### config.mk
export PLATFORM = sky130hd
export DESIGN_NAME = refmon_top
export DESIGN_NICKNAME = d
export VERILOG_FILES = /design/src/rtl/refmon_pkg.sv /design/src/rtl/refmon_level.sv /design/src/rtl/refmon_mag.sv /design/src/rtl/refmon_gap.sv /design/src/rtl/refmon_lol.sv /design/src/rtl/refmon_fsm.sv /design/src/rtl/refmon_top.sv
export SDC_FILE = /design/constraint.sdc
export NUM_CORES = 1
export LEC_CHECK = 0
export BUFFER_PORTS_ARGS = -buffer_cell sky130_fd_sc_hd__buf_2
export CORE_ASPECT_RATIO = 0.9
export CORE_MARGIN = 8
export CORE_UTILIZATION = 56
export DETAILED_ROUTE_END_ITERATION = 6
export GPL_TIMING_DRIVEN = 0
export HOLD_SLACK_MARGIN = 0.06
export PLACE_DENSITY = 0.89
export SLEW_MARGIN = 5
export SYNTH_ARGS = -nofsm -noshare
export SYNTH_HDL_FRONTEND = slang
export SYNTH_SLANG_ARGS = --single-unit
### constraint.sdc
create_clock -name clk -period 1.8 [get_ports clk]
set_input_delay 0.09 -clock clk [delete_from_list [all_inputs] [get_ports clk]]
set_output_delay 0.09 -clock clk [all_outputs]
set_load 0.01 [all_outputs]
### src/rtl/refmon_pkg.sv
package refmon_pkg;
    typedef enum logic {
        ST_INVALID = 1'b0,
        ST_VALID   = 1'b1
    } refmon_state_e;

    function automatic int unsigned max_u(input int unsigned a, input int unsigned b);
        return (a > b) ? a : b;
    endfunction
endpackage

### src/rtl/refmon_level.sv
module refmon_level #(
    parameter int CODE_W = 3,
    parameter int STEP   = 381,
    parameter int THR_W  = 13
) (
    input  logic [CODE_W-1:0] code_i,
    output logic [THR_W-1:0]  thr_o
);
    logic [31:0] prod;

    always_comb begin
        // midway between table entry code and code+1 below: (code+0.5)*STEP, rounded
        prod  = ((32'(code_i) * 32'd2) + 32'd1) * 32'(STEP) + 32'd1;
        thr_o = THR_W'(prod >> 1);
    end
endmodule

### src/rtl/refmon_mag.sv
module refmon_mag #(
    parameter int OFS_W = 16,
    localparam int MAG_W = OFS_W - 1
) (
    input  logic signed [OFS_W-1:0] ofs_i,
    output logic [MAG_W-1:0]        mag_o
);
    logic [OFS_W-1:0] neg;

    always_comb begin
        neg = -ofs_i;
        if (!ofs_i[OFS_W-1]) begin
            mag_o = ofs_i[MAG_W-1:0];
        end else if (ofs_i == {1'b1, {MAG_W{1'b0}}}) begin
            mag_o = {MAG_W{1'b1}};
        end else begin
            mag_o = neg[MAG_W-1:0];
        end
    end
endmodule

### src/rtl/refmon_gap.sv
module refmon_gap #(
    parameter int THR_W = 13,
    parameter int GAP   = 46,
    localparam int OUT_W = THR_W + 1
) (
    input  logic [THR_W-1:0] acc_i,
    input  logic [THR_W-1:0] rej_i,
    output logic [OUT_W-1:0] rej_eff_o
);
    logic [OUT_W-1:0] floor_lvl;

    always_comb begin
        floor_lvl = {1'b0, acc_i} + OUT_W'(GAP);
        rej_eff_o = ({1'b0, rej_i} < floor_lvl) ? floor_lvl : {1'b0, rej_i};
    end
endmodule

### src/rtl/refmon_lol.sv
module refmon_lol #(
    parameter int TMO_W = 4
) (
    input  logic             clk,
    input  logic             rst_n,
    input  logic             stb_i,
    input  logic             locked_i,
    input  logic [TMO_W-1:0] tmo_i,
    output logic             expire_o
);
    logic [TMO_W-1:0] cnt_q;
    logic [TMO_W:0]   cnt_next;

    always_ff @(posedge clk or negedge rst_n) begin
        if (!rst_n) begin
            cnt_q <= '0;
        end else if (stb_i) begin
            if (locked_i) begin
                cnt_q <= '0;
            end else if (cnt_q != {TMO_W{1'b1}}) begin
                cnt_q <= cnt_q + 1'b1;
            end
        end
    end

    always_comb begin
        cnt_next = {1'b0, cnt_q} + 1'b1;
        expire_o = !locked_i && ((tmo_i == '0) || (cnt_next >= {1'b0, tmo_i}));
    end

    a_r8_clear_on_lock: assert property (@(posedge clk) disable iff (!rst_n)
        (stb_i && locked_i) |=> (cnt_q == '0));

    a_r8_advance: assert property (@(posedge clk) disable iff (!rst_n)
        (stb_i && !locked_i && cnt_q != {TMO_W{1'b1}}) |=> (cnt_q == $past(cnt_q) + 1'b1));

    a_r7_idle_counter: assert property (@(posedge clk) disable iff (!rst_n)
        !stb_i |=> $stable(cnt_q));
endmodule

### src/rtl/refmon_fsm.sv
module refmon_fsm
    import refmon_pkg::*;
#(
    parameter int CMP_W = 16,
    parameter int GAP   = 46
) (
    input  logic             clk,
    input  logic             rst_n,
    input  logic             stb_i,
    input  logic [CMP_W-1:0] mag_i,
    input  logic [CMP_W-1:0] acc_thr_i,
    input  logic [CMP_W-1:0] rej_thr_i,
    input  logic             expire_i,
    output logic             valid_o
);
    refmon_state_e state_q, state_d;

    always_comb begin
        state_d = state_q;
        if (stb_i) begin
            unique case (state_q)
                ST_INVALID: begin
                    if (!expire_i && (mag_i < acc_thr_i)) begin
                        state_d = ST_VALID;        // ACCEPT
                    end
                end
                ST_VALID: begin
                    if (mag_i > rej_thr_i) begin
                        state_d = ST_INVALID;      // FAST_REJECT
                    end else if (expire_i) begin
                        state_d = ST_INVALID;      // LOL_REJECT
                    end
                end
                default: state_d = ST_INVALID;
            endcase
        end
    end

    always_ff @(posedge clk or negedge rst_n) begin
        if (!rst_n) begin
            state_q <= ST_INVALID;
        end else begin
            state_q <= state_d;
        end
    end

    always_comb begin
        valid_o = (state_q == ST_VALID);
    end

    a_r7_hold_without_strobe: assert property (@(posedge clk) disable iff (!rst_n)
        !stb_i |=> $stable(valid_o));

    a_r3_rise_only_below_accept: assert property (@(posedge clk) disable iff (!rst_n)
        $rose(valid_o) |-> $past(stb_i && (mag_i < acc_thr_i)));

    a_r4_fall_has_cause: assert property (@(posedge clk) disable iff (!rst_n)
        $fell(valid_o) |-> $past(stb_i && ((mag_i > rej_thr_i) || expire_i)));

    a_r6_fall_clears_gap: assert property (@(posedge clk) disable iff (!rst_n)
        ($fell(valid_o) && !$past(expire_i)) |-> ($past(mag_i) > $past(acc_thr_i) + CMP_W'(GAP)));

    a_r10_no_accept_on_expiry: assert property (@(posedge clk) disable iff (!rst_n)
        (stb_i && expire_i && !valid_o) |=> !valid_o);
endmodule

### src/rtl/refmon_top.sv
module refmon_top
    import refmon_pkg::*;
#(
    parameter int OFS_W  = 16,
    parameter int CODE_W = 3,
    parameter int TMO_W  = 4,
    parameter int STEP   = 381,
    parameter int GAP    = 46
) (
    input  logic                    clk,
    input  logic                    rst_n,
    input  logic                    meas_stb,
    input  logic signed [OFS_W-1:0] meas_ofs,
    input  logic [CODE_W-1:0]       acc_code,
    input  logic [CODE_W-1:0]       rej_code,
    input  logic                    loop_locked,
    input  logic [TMO_W-1:0]        lol_windows,
    output logic                    ref_ok
);
    localparam int MAG_W = OFS_W - 1;
    localparam int THR_W = $clog2(((2 ** (CODE_W + 1)) + 1) * STEP + GAP) + 1;
    localparam int REJ_W = THR_W + 1;
    localparam int CMP_W = int'(max_u(MAG_W, REJ_W)) + 1;

    logic [THR_W-1:0] acc_lvl, rej_lvl;
    logic [REJ_W-1:0] rej_eff;
    logic [MAG_W-1:0] mag;
    logic             lol_expire;

    refmon_level #(.CODE_W(CODE_W), .STEP(STEP), .THR_W(THR_W)) u_acc_lvl (
        .code_i(acc_code),
        .thr_o (acc_lvl)
    );

    refmon_level #(.CODE_W(CODE_W), .STEP(STEP), .THR_W(THR_W)) u_rej_lvl (
        .code_i(rej_code),
        .thr_o (rej_lvl)
    );

    refmon_gap #(.THR_W(THR_W), .GAP(GAP)) u_gap (
        .acc_i    (acc_lvl),
        .rej_i    (rej_lvl),
        .rej_eff_o(rej_eff)
    );

    refmon_mag #(.OFS_W(OFS_W)) u_mag (
        .ofs_i(meas_ofs),
        .mag_o(mag)
    );

    refmon_lol #(.TMO_W(TMO_W)) u_lol (
        .clk     (clk),
        .rst_n   (rst_n),
        .stb_i   (meas_stb),
        .locked_i(loop_locked),
        .tmo_i   (lol_windows),
        .expire_o(lol_expire)
    );

    refmon_fsm #(.CMP_W(CMP_W), .GAP(GAP)) u_fsm (
        .clk      (clk),
        .rst_n    (rst_n),
        .stb_i    (meas_stb),
        .mag_i    (CMP_W'(mag)),
        .acc_thr_i(CMP_W'(acc_lvl)),
        .rej_thr_i(CMP_W'(rej_eff)),
        .expire_i (lol_expire),
        .valid_o  (ref_ok)
    );
endmodule

# Word-level counts from Yosys, hierarchy flattened
# Index checks and enable logic that the tools add are counted.
dict set report op_classes {
  n_addsub 8
  multipliers 2
  div_mod_pow 0
  order_cmp 4
  n_eq_ne 2
  n_shift 0
  muxes 9
  bitwise 1
  reduce_logical 8
}
# operator count
set ops {}
lappend ops {{multiplier 32 x 9 -> 15 bit (second input constant)} 2}
lappend ops {{two-way mux 15 bit} 3}
lappend ops {{adder 15 x 1 -> 15 bit (second input constant)} 2}
lappend ops {{== test 16 bit (second input constant)} 1}
lappend ops {{adder 14 x 6 -> 15 bit (second input constant)} 1}
lappend ops {{adder 4 x 1 -> 5 bit (second input constant)} 3}
lappend ops {{greater-than comparator 15 bit} 1}
lappend ops {{less-than comparator 14 x 15 -> 1 bit} 1}
lappend ops {{less-than comparator 15 x 14 -> 1 bit} 1}
lappend ops {{negator 15 bit} 1}
lappend ops {{two-way mux 4 bit} 2}
lappend ops {{greater-or-equal comparator 5 x 4 -> 1 bit} 1}
lappend ops {{adder 4 x 1 -> 4 bit (second input constant)} 1}
lappend ops {{zero test 4 bit} 1}
lappend ops {{inequality test 4 bit (second input constant)} 1}
lappend ops {{two-way mux 1 bit} 3}
lappend ops {{logical AND 1 bit} 2}
lappend ops {{zero test 1 bit} 2}
lappend ops {{one-hot mux 1 bit (2 select lines)} 1}
lappend ops {{AND reduction 2 bit} 1}
lappend ops {{nonzero test 2 bit} 1}
lappend ops {{logical OR 1 bit} 1}
lappend ops {{inverter 1 bit} 1}
dict set report totals {
  regBits 5
  latchBits 0
  ramBits 0
  rom_bits 0
  input_bits 30
  output_inout_bits 1
  wordCells 36
  n_memories 0
}

# Logic depth before layout (Yosys ltp)
# Gate-level depths: netlist (run 1).
dict set report logic_depth {
  ltp_word 9
  mapped_depth 32
}

# By module
# From an unflattened synthesis (run 1), not the netlist that was laid out.
dict set report unflattened {
  cells_unflattened 494
  hier_area_um2 3631.0
}
# module instances cells_per_inst area_each_um2 seq_area_each_um2
set modules_own_cells {}
lappend modules_own_cells {refmon_level 2 89 681.9 0.0}
lappend modules_own_cells {refmon_fsm 1 117 824.5 25.0}
lappend modules_own_cells {refmon_gap 1 99 733.2 0.0}
lappend modules_own_cells {refmon_mag 1 61 374.1 0.0}
lappend modules_own_cells {refmon_lol 1 38 331.6 100.1}
lappend modules_own_cells {refmon_top 1 1 3.8 0.0}

# Worst setup path before layout (run 1)
# OpenSTA, ideal clock, no wires.
dict set report synth_timing {
  path_kind {input to register}
  start {in acc_code[1]}
  end {reg u_fsm.state_q, in the netlist u_fsm.valid_o}
  setup_ns 0.065
  t_arrival_ns 5.156
  setup_slack_ns -3.420
  path_stages 30
  n_path_buf 1
  cell_sequence {inv_1 > ha_1 > ha_1 > inv_1 > ha_1 > inv_1 > ha_1 > o21a_2 > a211oi_2 > o21bai_4 > xnor2_2 > nor4_4 > xnor2_1 > ha_1 > nand2_1 > nor3_1 > nand2_1 > o21ai_0 > inv_1 > a31oi_1 > buf_6 > mux2i_1 > ha_1 > nor2b_1 > o21a_1 > o21ai_0 > nand2_1 > a21oi_1 > o21a_1 > o211a_1}
}
dict set report synth_via {
  elab_chain_len 9
  word_cells_on_any_way 12
  classes_between {add/sub: 3; mul: 1; order compare: 3; mux: 4; reduce/logical: 1}
}
# item line_no
set synth_lines {}
lappend synth_lines {{from (decl)} refmon_top.sv:14} ;# input logic [CODE_W-1:0] acc_code,
lappend synth_lines {{adder 4 x 1 -> 5 bit *} refmon_level.sv:13} ;# prod = ((32'(code_i) * 32'd2) + 32'd1) * 32'(STEP) + 32'd1;
lappend synth_lines {{multiplier 32 x 9 -> 15 bit *} refmon_level.sv:13}
lappend synth_lines {{adder 15 x 1 -> 15 bit *} refmon_level.sv:13}
lappend synth_lines {{adder 14 x 6 -> 15 bit} refmon_gap.sv:13} ;# floor_lvl = {1'b0, acc_i} + OUT_W'(GAP);
lappend synth_lines {{less-than comparator 14 x 15 -> 1 bit} refmon_gap.sv:14} ;# rej_eff_o = ({1'b0, rej_i} < floor_lvl) ? floor_lvl : {1'b0, rej_i};
lappend synth_lines {{two-way mux 15 bit} refmon_gap.sv:14}
lappend synth_lines {{greater-than comparator 15 bit} refmon_fsm.sv:28} ;# if (mag_i > rej_thr_i) begin
lappend synth_lines {{two-way mux 1 bit} refmon_fsm.sv:28}
lappend synth_lines {{one-hot mux 1 bit (2 select lines) *} refmon_fsm.sv:21} ;# unique case (state_q)
lappend synth_lines {{to (signal assigned)} refmon_fsm.sv:43} ;# state_q <= state_d;
lappend synth_lines {{to (decl)} refmon_fsm.sv:16} ;# refmon_state_e state_q, state_d;
# Every way passes the cells marked *; elsewhere a longest branch is shown, timed or not.
# A chain may end at the register's enable or synchronous reset.

# Worst setup path in the final report (run 1)
# Same ends and word-level chain as after synthesis.

==> flow_summary.ini, run 1 <==
[timing]
slew-limit-headroom_pct = 63.7
period_needed_ns = 5.17
worst_slack_ns = -3.37
grt_setup_unrepaired = true
clock.fmax_mhz = 194
worstMarginPinSlew_ns = 0.537
finalClockSkew_ns = 0.00277
drv_slew = 0
setup_viol = 1
hold_viol = 0
fin_crit_sh_pct = 287

[power_and_ir_drop]
clockPowerShare_pct = 4.3
switching_share_pct = 50.5
p_sw_w = 0.00244
seq_power_share_pct = 3.2
p_leak_nw = 2.08
power_frac_comb_pct = 92.4
irDropWorstVdd_v = 0.00114
intPower_w = 0.00238
power_density_nw_per_um2 = 1130
power_w = 0.00482

[routing]
wl_met1_mm = 3.87
wire_per_inst_microns = 16.7
top_layer = met4
vias_per_cell = 5.97
routed-via-count = 3325
dr.pass1.iters = 4
drt-total-wl_mm = 9.33
drcViolationCount = 0
antenna_left = 0
dr_wl_met2_mm = 4.92
wl_met3_microns = 359
drt_iter0_markers = 139

[floorplanning]
ios = 31
row_count = 26
initial_core_util_pct = 58.0
die_w_microns = 96.9
die_y_microns = 88.8
core_area_sq_um = 5690
dieArea_sq_um = 8610

[final_layout]
drive_above_1_share_pct = 28.7
mostFrequentLayoutCells = ha_1 (76), inv_1 (51), nand2_1 (32)
area_growth_pct = 29.3
final_common_cell = ha_1
diodes = 0
instances_no_fill = 557
nets = 609
stdcell_area_sq_um = 4270

[yosys]
ys_async_sr_fraction_pct = 100
yosysSeqAreaShare_pct = 3.79
synth-edff-count = 0
ys_types = 60
synth_nets = 545
post-synth-top-area-fraction_pct = 34.5
synthCells = 424
synth.area.top_cells = ha_1 (35%), inv_1 (6.8%), xnor2_1 (5.0%)
yosys.area.top_type = ha_1
avgSynthCellArea_sq_um = 7.78
synth-warning-count = 0
ys_seq_elements = 5
yosys_most_used_dff = dfrtp_1
syn_area_sq_um = 3300

[grt]
grt_overflow = 0
grt_usage_pct = 20.3
grt_pass1_vias = 3357
grt_max_degree = 14
grt_pass1_wl_mm = 14.9
antenna_found_initial = 0

[critical_path]
rrSetupSlack_ns = 0.03
cpPeakStageDelay_ns = 0.33
critPathMaxFanout = 5
worstSetupStartpointType = primary input
reg2reg_to = u_fsm.valid_o$_DFFE_PN0P_
critical-path-top-delay-family = adder cells
r2r_start = u_lol.cnt_q[0]$_DFFE_PN0P_
crit_type = in -> reg
cp-end-kind = flop
cp_common_cell = ha_4
worst-path-buf-inv = 6
reg2regPathDepth = 8
cp.arrival_ns = 5.33
cp.required_ns = 1.96
cp_slowest_cell = a221oi_2

[clocking]
clock_path_buffers = 2
clkTransAtPathRegs_ns = 0.04
cts.sinks = 5
cts_max_level = 1
cts_buffers = 3
cts_root_buf = clkbuf_8
clk_latency_ns = 0.22
cts_tree = done

[place]
io_buffers = 29
finalWeightedCongestion = 0.893
place_inst = 523
dp_hpwl_mm = 6.75
place_area_sq_um = 3660
dp_worst_setup_slack_ns = -4.10

[min_path]
whs_path_depth = 2
hold_end = u_lol.cnt_q[2]$_DFFE_PN0P_
hp-start = meas_stb
hold_path_class = in -> reg

[outcome]
status = complete, but fails checks
violations = setup timing

[run]
max-cap-violations = 0
==> final cells by class <==
| type | count | area [sq um] |
|---|---|---|
| fill | 369 | 1430 |
| buffer | 4 | 22.5 |
| inverter | 60 | 231 |
| timing repair buffer | 59 | 404 |
| tap | 70 | 87.6 |
| clock buffer | 4 | 45.0 |
| multi-input combinational | 355 | 3350 |
| sequential | 5 | 125 |
==> how the worst max path moves through the flow <==
| stage | startpoint | endpoint | slack [ns] | cells after the start |
|---|---|---|---|---|
| finish | acc_code[1] | u_fsm.valid_o$_DFFE_PN0P_ | -3.37 | 32 |
| global route | rej_code[1] | u_fsm.valid_o$_DFFE_PN0P_ | -3.57 | 30 |
| CTS | acc_code[1] | u_fsm.valid_o$_DFFE_PN0P_ | -3.26 | 32 |
| detailed placement | acc_code[0] | u_fsm.valid_o$_DFFE_PN0P_ | -4.10 | 30 |
| global placement | acc_code[0] | u_fsm.valid_o$_DFFE_PN0P_ | -3.94 | 30 |
| floorplan | acc_code[1] | u_fsm.valid_o$_DFFE_PN0P_ | -3.06 | 31 |
==> power groups by stage <==
stage                     Sequential [W]  Combinational, W  Clock, W
after global routing            0.000156           0.00487  0.000219
final                           0.000154           0.00446  0.000210
after detailed placement        0.000154           0.00332         0
after CTS                       0.000152           0.00392  0.000209
after global placement          0.000153           0.00315         0
after floorplan                 0.000156           0.00264         0
==> state kept, by name, indices dropped and copies added, names as in the netlist <==
signal	cells
u_fsm.valid_o	1
u_lol.cnt_q	4
==> layer usage <==
layer,track usage [%],up-vias
li1,-,1639
met1,21.9,1586
met2,39.6,77
met3,2.65,23
met4,7.39,0
met5,0,-
==> repair_timing <==
action / 4_1_cts / 5_1_grt
pin swaps: 31 / 27
setup buffers: 19 / 10
resized for setup: 39 / 26
setup endpoints to repair: 1 / 2
cloned: 1 / 0
hold endpoints to repair: 5 / 0
hold buffers: 1 / 0
==> kinds of logic after synthesis <==
kind of cell	after synthesis	synth area share, %
xor gates and xnor gates	38	10.8
buffers and inverters	64	7.51
and+or+nand+nor	116	19.2
adders and majority gates	91	34.5
DFF	5	3.79
AOI/OAI and AO/OA	98	20.6
muxes	12	3.64
==> cells in the mapped netlist (2+ instances only) <==
cell / count
ha_1: 91
inv_1: 60
nand2_1: 34
a21oi_1: 22
o21ai_0: 21
xnor2_1: 19
nor2_1: 17
xor2_1: 16
mux2i_1: 12
nor3_1: 9
nand2b_1: 8
nand3_1: 8
a31oi_1: 7
nor2b_1: 7
a21o_1: 6
o21a_1: 6
dfrtp_1: 5
nand4_1: 5
o31ai_1: 5
and2_1: 4
o211ai_1: 4
or2_2: 4
and3_1: 3
clkbuf_1: 3
xnor2_2: 3
a21boi_0: 2
a41o_1: 2
and4_1: 2
nor3b_1: 2
nor4_1: 2
o2111ai_1: 2
o211a_1: 2
o21ai_1: 2
o21bai_1: 2
or3_1: 2
==> metrics by stage <==
step,util [%],hold slack (ns),setup TNS (ns)
global route,74.9,0.133,-3.57
global placement,64.3,-0.0900,-3.94
CTS,71.2,0.124,-3.26
detailed placement,64.3,-0.0890,-4.10
floorplan,-,-0.206,-3.06
finish,74.9,0.125,-3.37
(Power assumes the default switching activity.)
==> run 2: changes to the inputs <==
BUFFER_PORTS_ARGS = default   (was -buffer_cell sky130_fd_sc_hd__buf_2)
CORE_UTILIZATION = 60   (was 56)
DONT_BUFFER_PORTS = 1   (was default)
==> run 2 against run 1 <==
Against the previous run:
- the flow still finishes with violations (setup timing)
- setup slack worse by 0.038 ns
- via count down 3.4%
- wire length down 3.9%
- global-route usage down 0.33 points
- power down 1.2%
==> flow_summary.ini, run 2 (synthesis results as in run 1) <==
[final_layout]
multi_input_area_sq_um = 3310
drive_above_1_share_pct = 20.8
mostFrequentLayoutCells = ha_1 (78), inv_1 (53), nand2_1 (31)
nFillCells = 354
nets = 574
ff_latch_area_sq_um = 125
final_common_cell = ha_1
diodes = 0
stdcell_area_sq_um = 4020
area_growth_pct = 21.7
final_core_util_pct = 76.0
largest_reg_flops = 4
instances_no_fill = 519
max_flop_register = u_lol.cnt_q

[clocking]
clk_latency_ns = 0.22
cts_max_level = 1
cts_root_buf = clkbuf_8
clock_path_buffers = 2
clkTransAtPathRegs_ns = 0.04
cts_buffers = 3
cts.sinks = 5
cts_tree = done

[place]
place_inst = 491
finalWeightedCongestion = 0.909
dp_hpwl_mm = 6.31
io_buffers = 0
place_area_sq_um = 3510

[timing]
finalClockSkew_ns = 0.00158
worstMarginPinSlew_ns = 0.422
drv_slew = 0
slew-limit-headroom_pct = 71.6
setup_viol = 1
hold_viol = 0
fin_crit_sh_pct = 289
period_needed_ns = 5.21
whs_ns = 0.0683
grt_setup_unrepaired = true
clock.fmax_mhz = 192
worst_slack_ns = -3.41

[power_and_ir_drop]
irDropWorstVdd_v = 0.00107
p_sw_w = 0.00247
power_frac_comb_pct = 92.1
seq_power_share_pct = 3.4
switching_share_pct = 51.9
clockPowerShare_pct = 4.5
intPower_w = 0.00229
p_leak_nw = 1.93
power_density_nw_per_um2 = 1190

[routing]
drt_iter0_markers = 148
vias_per_cell = 6.19
drcViolationCount = 0
dr.pass1.iters = 5
routed-via-count = 3213
antenna_left = 0
drt-total-wl_mm = 8.97
wire_per_inst_microns = 17.3

[floorplanning]
initial_core_util_pct = 62.4
core_area_sq_um = 5290
die_w_microns = 94.2
ios = 31
dieArea_sq_um = 8130
die_y_microns = 86.4
row_count = 25

[outcome]
violations = setup timing
status = complete, but fails checks

[grt]
grt_pass1_vias = 3065
grt_overflow = 0
antenna_found_initial = 0
grt_pass1_wl_mm = 13.7
grt_max_degree = 14
grt_usage_pct = 19.9

[critical_path]
reg2reg_to = u_fsm.valid_o$_DFFE_PN0P_
reg2regPathDepth = 8
r2r_start = u_lol.cnt_q[0]$_DFFE_PN0P_
cp.required_ns = 1.96
rrSetupSlack_ns = -0.08
cp_slowest_cell = a221oi_2
cp_common_cell = ha_4
cp.arrival_ns = 5.37
cp-end-kind = flop
critPathMaxFanout = 6
cpPeakStageDelay_ns = 0.33
crit_type = in -> reg
worstSetupStartpointType = primary input

[min_path]
whs_path_depth = 2
hp-start = meas_stb
hold_end = u_fsm.valid_o$_DFFE_PN0P_
hold_path_class = in -> reg

[run]
max-cap-violations = 0
## run 2: cell types whose count changed in the layout (fill, tap and decap cells not counted), moves of 2 or more
cell           previous run  this run
buf_2                    26         0
buf_4                    29        16
buf_6                     2         5
dlygate4sd3_1             1         4
ha_1                     76        78
inv_1                    51        53
mux2i_2                   2         0
mux2i_4                   0         2
o21ai_2                   2         0
xnor2_1                  15        17
## run 2: metal layers
| layer | up-vias | GRT usage (%) | part of all wire, % | routed length [microns] |
|---|---|---|---|---|
| li1 | 1569 | - | - | - |
| met1 | 1520 | 23.0 | 41 | 3660 |
| met2 | 103 | 38.3 | 53 | 4710 |
| met3 | 21 | 1.99 | 4.6 | 411 |
| met4 | 0 | 3.60 | 2.1 | 189 |
| met5 | - | 0 | 0 | 0 |
## run 2: power by group through the flow
stage                     Sequential, W  Clock (W)  Combinational (W)
after floorplan                0.000156          0            0.00264
after global placement         0.000162          0            0.00305
after detailed placement       0.000163          0            0.00324
after CTS                      0.000161   0.000214            0.00366
after global routing           0.000164   0.000218            0.00477
final                          0.000162   0.000212            0.00439
## run 2: worst max-delay path by stage
stage / to / depth (start not counted) / slack (ns) / startpoint
4_1_cts: u_fsm.valid_o$_DFFE_PN0P_ / 31 / -3.17 / acc_code[1]
2_1_floorplan: u_fsm.valid_o$_DFFE_PN0P_ / 31 / -3.06 / acc_code[1]
5_1_grt: u_fsm.valid_o$_DFFE_PN0P_ / 30 / -3.62 / acc_code[1]
6_report: u_fsm.valid_o$_DFFE_PN0P_ / 31 / -3.41 / acc_code[1]
3_5_place_dp: u_fsm.valid_o$_DFFE_PN0P_ / 29 / -3.72 / acc_code[0]
3_3_place_gp: u_fsm.valid_o$_DFFE_PN0P_ / 29 / -3.54 / acc_code[0]
## run 2: layout make-up
class	count	area share (%)
sequential	5	3.12
tap	67	2.09
buffer	4	0.561
timing repair buffer	24	5.11
clock buffer	4	1.12
multi-input combinational	355	82.3
inverter	60	5.70
## run 2: metrics by stage
step / setup slack, ns / power (W) / setup TNS (ns)
2_1_floorplan: -3.06 / 0.00280 / -3.06
3_3_place_gp: -3.54 / 0.00321 / -3.54
3_5_place_dp: -3.72 / 0.00340 / -3.72
4_1_cts: -3.17 / 0.00404 / -3.17
5_1_grt: -3.62 / 0.00515 / -3.62
6_report: -3.41 / 0.00476 / -3.41
## run 2: repair_timing
| action | 4_1_cts | 5_1_grt |
|---|---|---|
| endpoints found under the hold margin | 8 | 0 |
| pin swaps | 19 | 24 |
| gates resized for setup | 21 | 29 |
| hold buffers | 4 | 0 |
| endpoints found under the setup margin | 1 | 2 |
| setup buffers | 10 | 10 |
## run 2: worst max-delay path: cells and delay by family
family | cells | cell delay (ns)
AND/OR/NAND/NOR | 5 | 0.73
buffers and inverters | 7 | 0.68
XOR/XNOR | 2 | 0.36
adder cells (fa/ha/maj) | 6 | 1.63
AO/OA/AOI/OAI | 10 | 1.64
multiplexers | 1 | 0.21
